===== config.mk =====
export PLATFORM = sky130hd
export DESIGN_NAME = blk_xfer_seq
export DESIGN_NICKNAME = d
export VERILOG_FILES = /design/src/rtl/blk_xfer_seq.sv
export SDC_FILE = /design/constraint.sdc
export NUM_CORES = 1
export LEC_CHECK = 0
export ABC_AREA = 0
export BUFFER_PORTS_ARGS = -buffer_cell sky130_fd_sc_hd__buf_2
export CORE_MARGIN = 5
export CORE_UTILIZATION = 41
export DETAILED_ROUTE_END_ITERATION = 12
export PLACE_DENSITY = 0.65
export SYNTH_ARGS = -nofsm -noshare
export SYNTH_HDL_FRONTEND = slang
export SYNTH_SLANG_ARGS = --single-unit

===== constraint.sdc =====
create_clock -name clk -period 2.85 [get_ports clk]
set_input_delay 0.285 -clock clk [delete_from_list [all_inputs] [get_ports clk]]
set_output_delay 0.285 -clock clk [all_outputs]
set_load 0.05 [all_outputs]

===== src/rtl/blk_xfer_seq.sv =====
module blk_xfer_seq #(
  parameter int DATA_W  = 16,
  parameter int CNT_W   = 16,
  parameter int DEPTH   = 8,
  parameter int TXLIMIT = 4,
  parameter int BYTE_W  = 8
)(
  input  logic              clk,
  input  logic              rst_n,
  input  logic              start,
  input  logic [CNT_W-1:0]  start_count,
  input  logic              start_src,
  input  logic              start_sink,
  input  logic              start_wide,
  input  logic              src_valid,
  input  logic [DATA_W-1:0] src_data,
  output logic              src_ready,
  input  logic              txf_full,
  input  logic              txf_half,
  output logic              txf_push,
  output logic [DATA_W-1:0] txf_data,
  input  logic              rxf_empty,
  input  logic [DATA_W-1:0] rxf_data,
  output logic              rxf_pop,
  output logic              sink_valid,
  output logic [DATA_W-1:0] sink_data,
  input  logic              sink_ready,
  output logic              busy,
  output logic              done
);
  localparam int LIM = (TXLIMIT < DEPTH/2) ? DEPTH/2 : ((TXLIMIT > DEPTH) ? DEPTH : TXLIMIT);
  localparam int IW  = $clog2(DEPTH + 1);
  localparam logic [DATA_W-1:0] DUMMY    = '1;
  localparam logic [DATA_W-1:0] LOW_MASK = DATA_W'((1 << BYTE_W) - 1);

  logic             busy_q, done_q, src_q, sink_q, wide_q, pass_q;
  logic [CNT_W-1:0] tx_left, rx_left;
  logic [IW-1:0]    infl, pass_cnt;
  logic             can_push, push, rx_avail, last_pop;

  assign can_push = busy_q && pass_q && (tx_left != '0) && (pass_cnt < IW'(LIM))
                    && !txf_full && (infl < IW'(DEPTH));
  assign push      = can_push && (!src_q || src_valid);
  assign src_ready = can_push && src_q;
  assign txf_push  = push;
  assign txf_data  = !src_q ? DUMMY : (wide_q ? src_data : (src_data & LOW_MASK));

  assign rx_avail   = busy_q && (rx_left != '0) && !rxf_empty;
  assign sink_valid = rx_avail && sink_q;
  assign sink_data  = wide_q ? rxf_data : (rxf_data & LOW_MASK);
  assign rxf_pop    = rx_avail && (!sink_q || sink_ready);
  assign last_pop   = rxf_pop && (rx_left == CNT_W'(1));

  assign busy = busy_q;
  assign done = done_q;

  always_ff @(posedge clk) begin
    if (!rst_n) begin
      busy_q   <= 1'b0;
      done_q   <= 1'b0;
      src_q    <= 1'b0;
      sink_q   <= 1'b0;
      wide_q   <= 1'b0;
      pass_q   <= 1'b0;
      pass_cnt <= '0;
      tx_left  <= '0;
      rx_left  <= '0;
      infl     <= '0;
    end else if (start && !busy_q) begin
      busy_q   <= (start_count != '0);
      done_q   <= (start_count == '0);
      src_q    <= start_src;
      sink_q   <= start_sink;
      wide_q   <= start_wide;
      pass_q   <= 1'b0;
      pass_cnt <= '0;
      tx_left  <= start_count;
      rx_left  <= start_count;
      infl     <= '0;
    end else begin
      done_q  <= last_pop;
      if (last_pop)
        busy_q <= 1'b0;
      tx_left <= tx_left - CNT_W'(push);
      rx_left <= rx_left - CNT_W'(rxf_pop);
      infl    <= infl + IW'(push) - IW'(rxf_pop);
      if (!pass_q) begin
        pass_cnt <= '0;
        if (busy_q && (tx_left != '0) && txf_half)
          pass_q <= 1'b1;
      end else if (!can_push) begin
        pass_q <= 1'b0;
      end else if (push) begin
        pass_cnt <= pass_cnt + IW'(1);
      end
    end
  end
endmodule


# Word-level counts from Yosys, hierarchy flattened

Index checks and enable logic that the tools add are counted.

Add/subtract/negate cells: 5
$lt $le $gt $ge: 2
Equal/unequal tests: 1
Multiplexer cells: 11
Bitwise gates (word level): 2
Reduce and logical (&&, ||, !) cells: 30

Operator list:

| operator                                                              | number |
|---|---|
| 16-bit 2-to-1 mux                                                     | 5 |
| 16-bit nonzero test                                                   | 3 |
| 16-bit by 1-bit subtractor with 16-bit output                         | 2 |
| 16-bit by 1-bit == test with 1-bit output (second input constant)     | 1 |
| 16-bit zero test                                                      | 1 |
| 1-bit logical AND                                                     | 15 |
| 1-bit 2-to-1 mux                                                      | 6 |
| 1-bit zero test                                                       | 5 |
| 4-bit by 1-bit adder with 4-bit output                                | 1 |
| 4-bit by 1-bit adder with 4-bit output (second input constant)        | 1 |
| 4-bit by 3-bit < comparator with 1-bit output (second input constant) | 1 |
| 4-bit < comparator (second input constant)                            | 1 |
| 4-bit by 1-bit subtractor with 4-bit output                           | 1 |
| 3-bit OR reduction                                                    | 1 |
| 1-bit logical OR                                                      | 2 |
| 1-bit NOT                                                             | 2 |
| 2-bit AND reduction                                                   | 1 |
| 2-bit nonzero test                                                    | 1 |
| 2-bit OR reduction                                                    | 1 |

Register bits after elaboration: 46
Bits of input ports: 59
Output and inout bits: 38
Logic and storage cells: 61

# Logic depth before layout (Yosys ltp)

Depth in word-level cells: 8
Depth in mapped cells: 11
Depth with buffers taken out: 11

# Worst setup path before layout

OpenSTA, ideal clock, no wires.

Kind: reg2reg
Start: register busy_q, in the netlist busy
End: register tx_left[9]
Arrival time: 3.204 ns
Slack: -0.486 ns
Cell stages (with the launch flop): 8
Clock period less this slack: 3.336 ns
Path through: dfxtp_1 > nand4b_1 > a21oi_1 > ha_1 > or4b_4 > nor4_1 > xnor2_1 > a21oi_1

Cells in the longest elaborated chain, start to end: 8
Elaborated cells between the ends (all ways): 10
Those cells by class: add/sub: 1; mux: 1; reduce/logical: 8

Ends and longest elaborated chain:

| what                                          | line | source |
|---|---|---|
| start, declared                               | 36   | `logic busy_q, done_q, src_q, sink_q, wide_q, pass_q;` |
| start signal, assigned                        | 70   | `busy_q <= (start_count != '0);` |
| 1-bit logical AND (3 in a row)                | 41   | `assign can_push = busy_q && pass_q && (tx_left != '0) && (pass_cnt < IW'(LIM))` |
| 1-bit logical AND (2 in a row)                | 42   | `&& !txf_full && (infl < IW'(DEPTH));` |
| 1-bit logical AND                             | 43   | `assign push = can_push && (!src_q \|\| src_valid);` |
| net txf_push                                  | 20   | `output logic txf_push,` |
| 16-bit by 1-bit subtractor with 16-bit output | 84   | `tx_left <= tx_left - CNT_W'(push);` |
| 16-bit 2-to-1 mux                             | 69   | `end else if (start && !busy_q) begin` |
| end signal, assigned                          | 77   | `tx_left <= start_count;` |
| end signal, assigned                          | 84   |  |
| end, declared                                 | 37   | `logic [CNT_W-1:0] tx_left, rx_left;` |

The timed path passes the listed nets, and every way through them passes these cells.
A chain may end at the register's enable or synchronous reset.

# Worst setup path in the final report

Start: register pass_cnt[2]
End: register tx_left[9]

Cells in the longest elaborated chain, start to end: 7

Ends and longest elaborated chain:

| what                                          | line | source |
|---|---|---|
| start, declared                               | 38   | `logic [IW-1:0] infl, pass_cnt;` |
| start signal, assigned                        | 94   | `pass_cnt <= pass_cnt + IW'(1);` |
| 4-bit by 3-bit < comparator with 1-bit output | 41   |  |
| 1-bit logical AND                             | 41   |  |
| 1-bit logical AND (2 in a row)                | 42   |  |
| 1-bit logical AND                             | 43   |  |
| 16-bit by 1-bit subtractor with 16-bit output | 84   |  |
| 16-bit 2-to-1 mux                             | 69   |  |

No other way between the ends.

==> metrics.md <==
| Metric | Value |
|---|---|
| Startpoint types | `register` |
| Status | `finished clean` |
| Number of DRC violations after detailed-routing iteration 0 | `~140` |
| Via count of the first global-routing pass | `~2300` |
| Yosys reg bits | `46` |
| Initial Util | `between 40% and 50%` |
| Setup crit end kind | `register` |
| Worst vdd ir | `0.2379 mV` |
| Die height | `between 80 and 90 um` |
| Cell Area, Synth | `between 2000 and 3000 um2` |
| Via count | `roughly 2400` |
| CTS clock-pin slew for the worst setup and hold paths | `80 ps` |
| RD Place Congestion | `roughly 0.84` |
| Core Box Area | `~6300 um2` |
| Synthesized area per cell | `between 8 and 9 um2` |
| CTS tree | `yes` |
| Fraction of layout cells with a size suffix above 1 | `a little over a quarter` |
| Leak | `1.295 nW` |
| # fillers | `approximately 620` |
| Net Count, Synth | `roughly 380` |
| Postcts setup bufs | `0` |
| Boundary Pins | `97` |
| Die W | `89.71 um` |
| Post-Synthesis Cells | `around 310` |
| Cts hold-fix bufs | `0` |
| Slowest-stage cell, CP | `or4b_4` |
| Worst slack at placement | `359.5 ps` |
| Slew Limit Fails | `0` |
| Synth unique cells | `between 40 and 50` |
| Drt via density | `between 5 and 6` |
| Post-synth ARST share | `0%` |
| Total Nets Final | `457` |
| Clk_lat worst skew | `roughly 300 ps` |
| Antenna Cells | `0` |
| Period minus WS final | `roughly 2500 ps` |
| Total Wirelength | `6413 um` |
| Sequential share of the synthesized area | `a little over a third` |
| F_max | `between 0.3 and 0.4 GHz` |
| Crit path DAT | `about 2700 ps` |
| Clock skew | `about 7.2 ps` |
| CP max FO | `6` |
| Die Area | `8048 um2` |
| CTS resizes | `0` |
| Slowest stage delay, CP | `510 ps` |
| Initial antenna violation count | `0` |
| Crit path cell chain | `nor3_1 > nand4b_1 > a21oi_4 > ha_1 > or4b_4 > nor4_1 > xnor2_1 > a21oi_1` |
| CTS root buf | `clkbuf_8` |
| Critical path data required time | `just over 3000 ps` |
| Final setup TNS | `0 ps` |
| Yosys warning total | `0` |
| Slew @ Worst Pin | `slightly below 500 ps` |
| Clk buf depth | `2` |
| H-tree lvl count | `2` |
| Final Cycle Share | `just under 90%` |
| Layout area overhead | `22.81%` |
| Slew headroom | `between 60% and 70%` |
| Setup violators final | `0` |
| Largest net degree at the start of global routing | `53` |
| Pwr Density | `526.4 nW/um2` |
| Hold Slack | `~210 ps` |
| Clock Sinks | `46` |
| Final Hold Fails | `0` |
| # rows | `29` |
| # port buffers | `80` |
| Ys flop type | `dfxtp_1` |
| First-pass iteration count of the detailed router | `4` |
| Final setup margin | `between 300 and 400 ps` |
| DRC viols | `0` |
| ANT nets after route | `0` |
| Unrepaired setup endpoints after global routing | `no` |
| EDFF count, synth | `0` |
| HPWL Detailed | `5067 um` |
| First-pass GRT wire length | `between 10000 and 15000 um` |
| GRT Util Overall | `between 10% and 20%` |
| Max Cap Viol | `0` |
| Worst Hold Class | `input port to register` |
| Crit Path Class | `register to register` |
| Overflow after GRT | `0` |
| DR WL/cell | `about 14 um` |
| TritonCTS Buffers | `5` |
==> report_power, final <==
part           leakage, nW  switching, mW  total (mW)  internal (mW)
combinational        0.858          0.249       0.421          0.172
sequential           0.379         0.0690       0.770          0.701
clock               0.0573          0.213       0.494          0.281
==> path summary, 6_finish.rpt <==
| path | from | endpoint | slack, ps | depth (start not counted) |
|---|---|---|---|---|
| setup / recovery | pass_cnt[2]$_SDFFE_PP0P_ | tx_left[9]$_SDFF_PN0_ | 330 | 8 |
| setup reg to reg | pass_cnt[2]$_SDFFE_PP0P_ | tx_left[9]$_SDFF_PN0_ | 330 | 8 |
| hold / removal | start_wide | wide_q$_SDFFE_PN0P_ | 210 | 3 |
| hold reg to reg | pass_cnt[3]$_SDFFE_PP0P_ | pass_cnt[3]$_SDFFE_PP0P_ | 470 | 1 |
==> cells in the mapped netlist, drive strengths merged (2+ instances only) <==
cell	count	area, um2
nand2b	15	93.84
or4b	2	23.77
ha	10	125.1
and2	9	56.30
dfxtp	46	920.9
a2111o	2	22.52
xor2	17	148.9
nand4	8	50.05
buf	10	68.81
o21ai	16	80.08
nor2b	3	18.77
a211oi	2	15.01
nand2	33	126.4
a21oi	30	150.1
nor3	5	25.02
nand3	11	55.05
nor4b	2	23.77
inv	13	48.80
xnor2	9	78.83
nand4b	4	35.03
and3	2	12.51
nor3b	2	20.02
clkbuf	10	37.54
a31oi	5	31.28
o31ai	2	15.01
nor4	11	113.9
nand3b	2	15.01
or4	3	22.52
nor2	17	63.81
==> sequential cells by signal (all words and copies together), names as in the netlist, 4 cells and up <==
name / flops
rx_left: 16
pass_cnt: 4
infl: 4
tx_left: 16
==> cell type report <==
| type | instances | area [um2] | share of cell area, % |
|---|---|---|---|
| Clock inverter | 1 | 30.03 | 0.9386 |
| Inverter | 13 | 48.80 | 1.525 |
| Timing Repair Buffer | 88 | 473.0 | 14.78 |
| Sequential cell | 46 | 920.9 | 28.78 |
| Tap cell | 77 | 96.34 | 3.011 |
| Clock buffer | 6 | 82.58 | 2.581 |
| Multi-Input combinational cell | 233 | 1548 | 48.38 |
==> cells by family (layout without fill, tap and decap cells) <==
family                     after synthesis  count (layout)  synth area share [%]
buffers and inverters                   33             108                 5.956
AOI/OAI and AO/OA                       62              62                 13.74
adders and majority gates               11              11                 5.572
DFF                                     46              46                 35.35
xor gates and xnor gates                26              26                 8.742
and+or+nand+nor                        134             134                 30.64
==> worst max-delay path: cells and delay by family (launching register included) <==
kind | cells | cell delay [ps]
adder cells (fa/ha/maj) | 1 | 260
AND/OR/NAND/NOR | 4 | 1350
AO/OA/AOI/OAI | 2 | 310
flip-flops | 1 | 320
XOR/XNOR | 1 | 160
==> layout by cell type, fill, tap and decap left out, types with 2 or more instances in the layout <==
master    count
a2111o_1      2
a211oi_1      2
a21oi_1      29
a31oi_1       5
and2_1        9
and3_1        2
buf_2        80
buf_4         7
clkbuf_8      6
dfxtp_1      46
ha_1         10
inv_1        13
nand2_1      32
nand2b_1     15
nand3_1      11
nand3b_1      2
nand4_1       8
nand4b_1      4
nor2_1       16
nor2b_1       3
nor3_1        5
nor4_1        8
nor4_4        3
o21ai_0      16
o31ai_1       2
or4_1         3
xnor2_1       9
xor2_1       17
==> routing by layer <==
metal	track usage, %	routed length [um]
met4	6.801	133
met2	25.98	3148
met3	1.920	175
met5	0	0
met1	21.03	2955
==> per-stage QoR <==
stage | cells | cell area (um2) | power, mW | utilization [%]
2_1_floorplan | 312 | 2624 | 1.099 | -
6_report | 464 | 3199 | 1.684 | 50.97
3_5_place_dp | 457 | 3087 | 1.205 | 49.17
3_3_place_gp | 457 | 3087 | 1.199 | 49.17
4_1_cts | 464 | 3199 | 1.703 | 50.97
5_1_grt | 464 | 3199 | 1.776 | 50.97
Note: power is estimated with default switching activity, not from simulation.
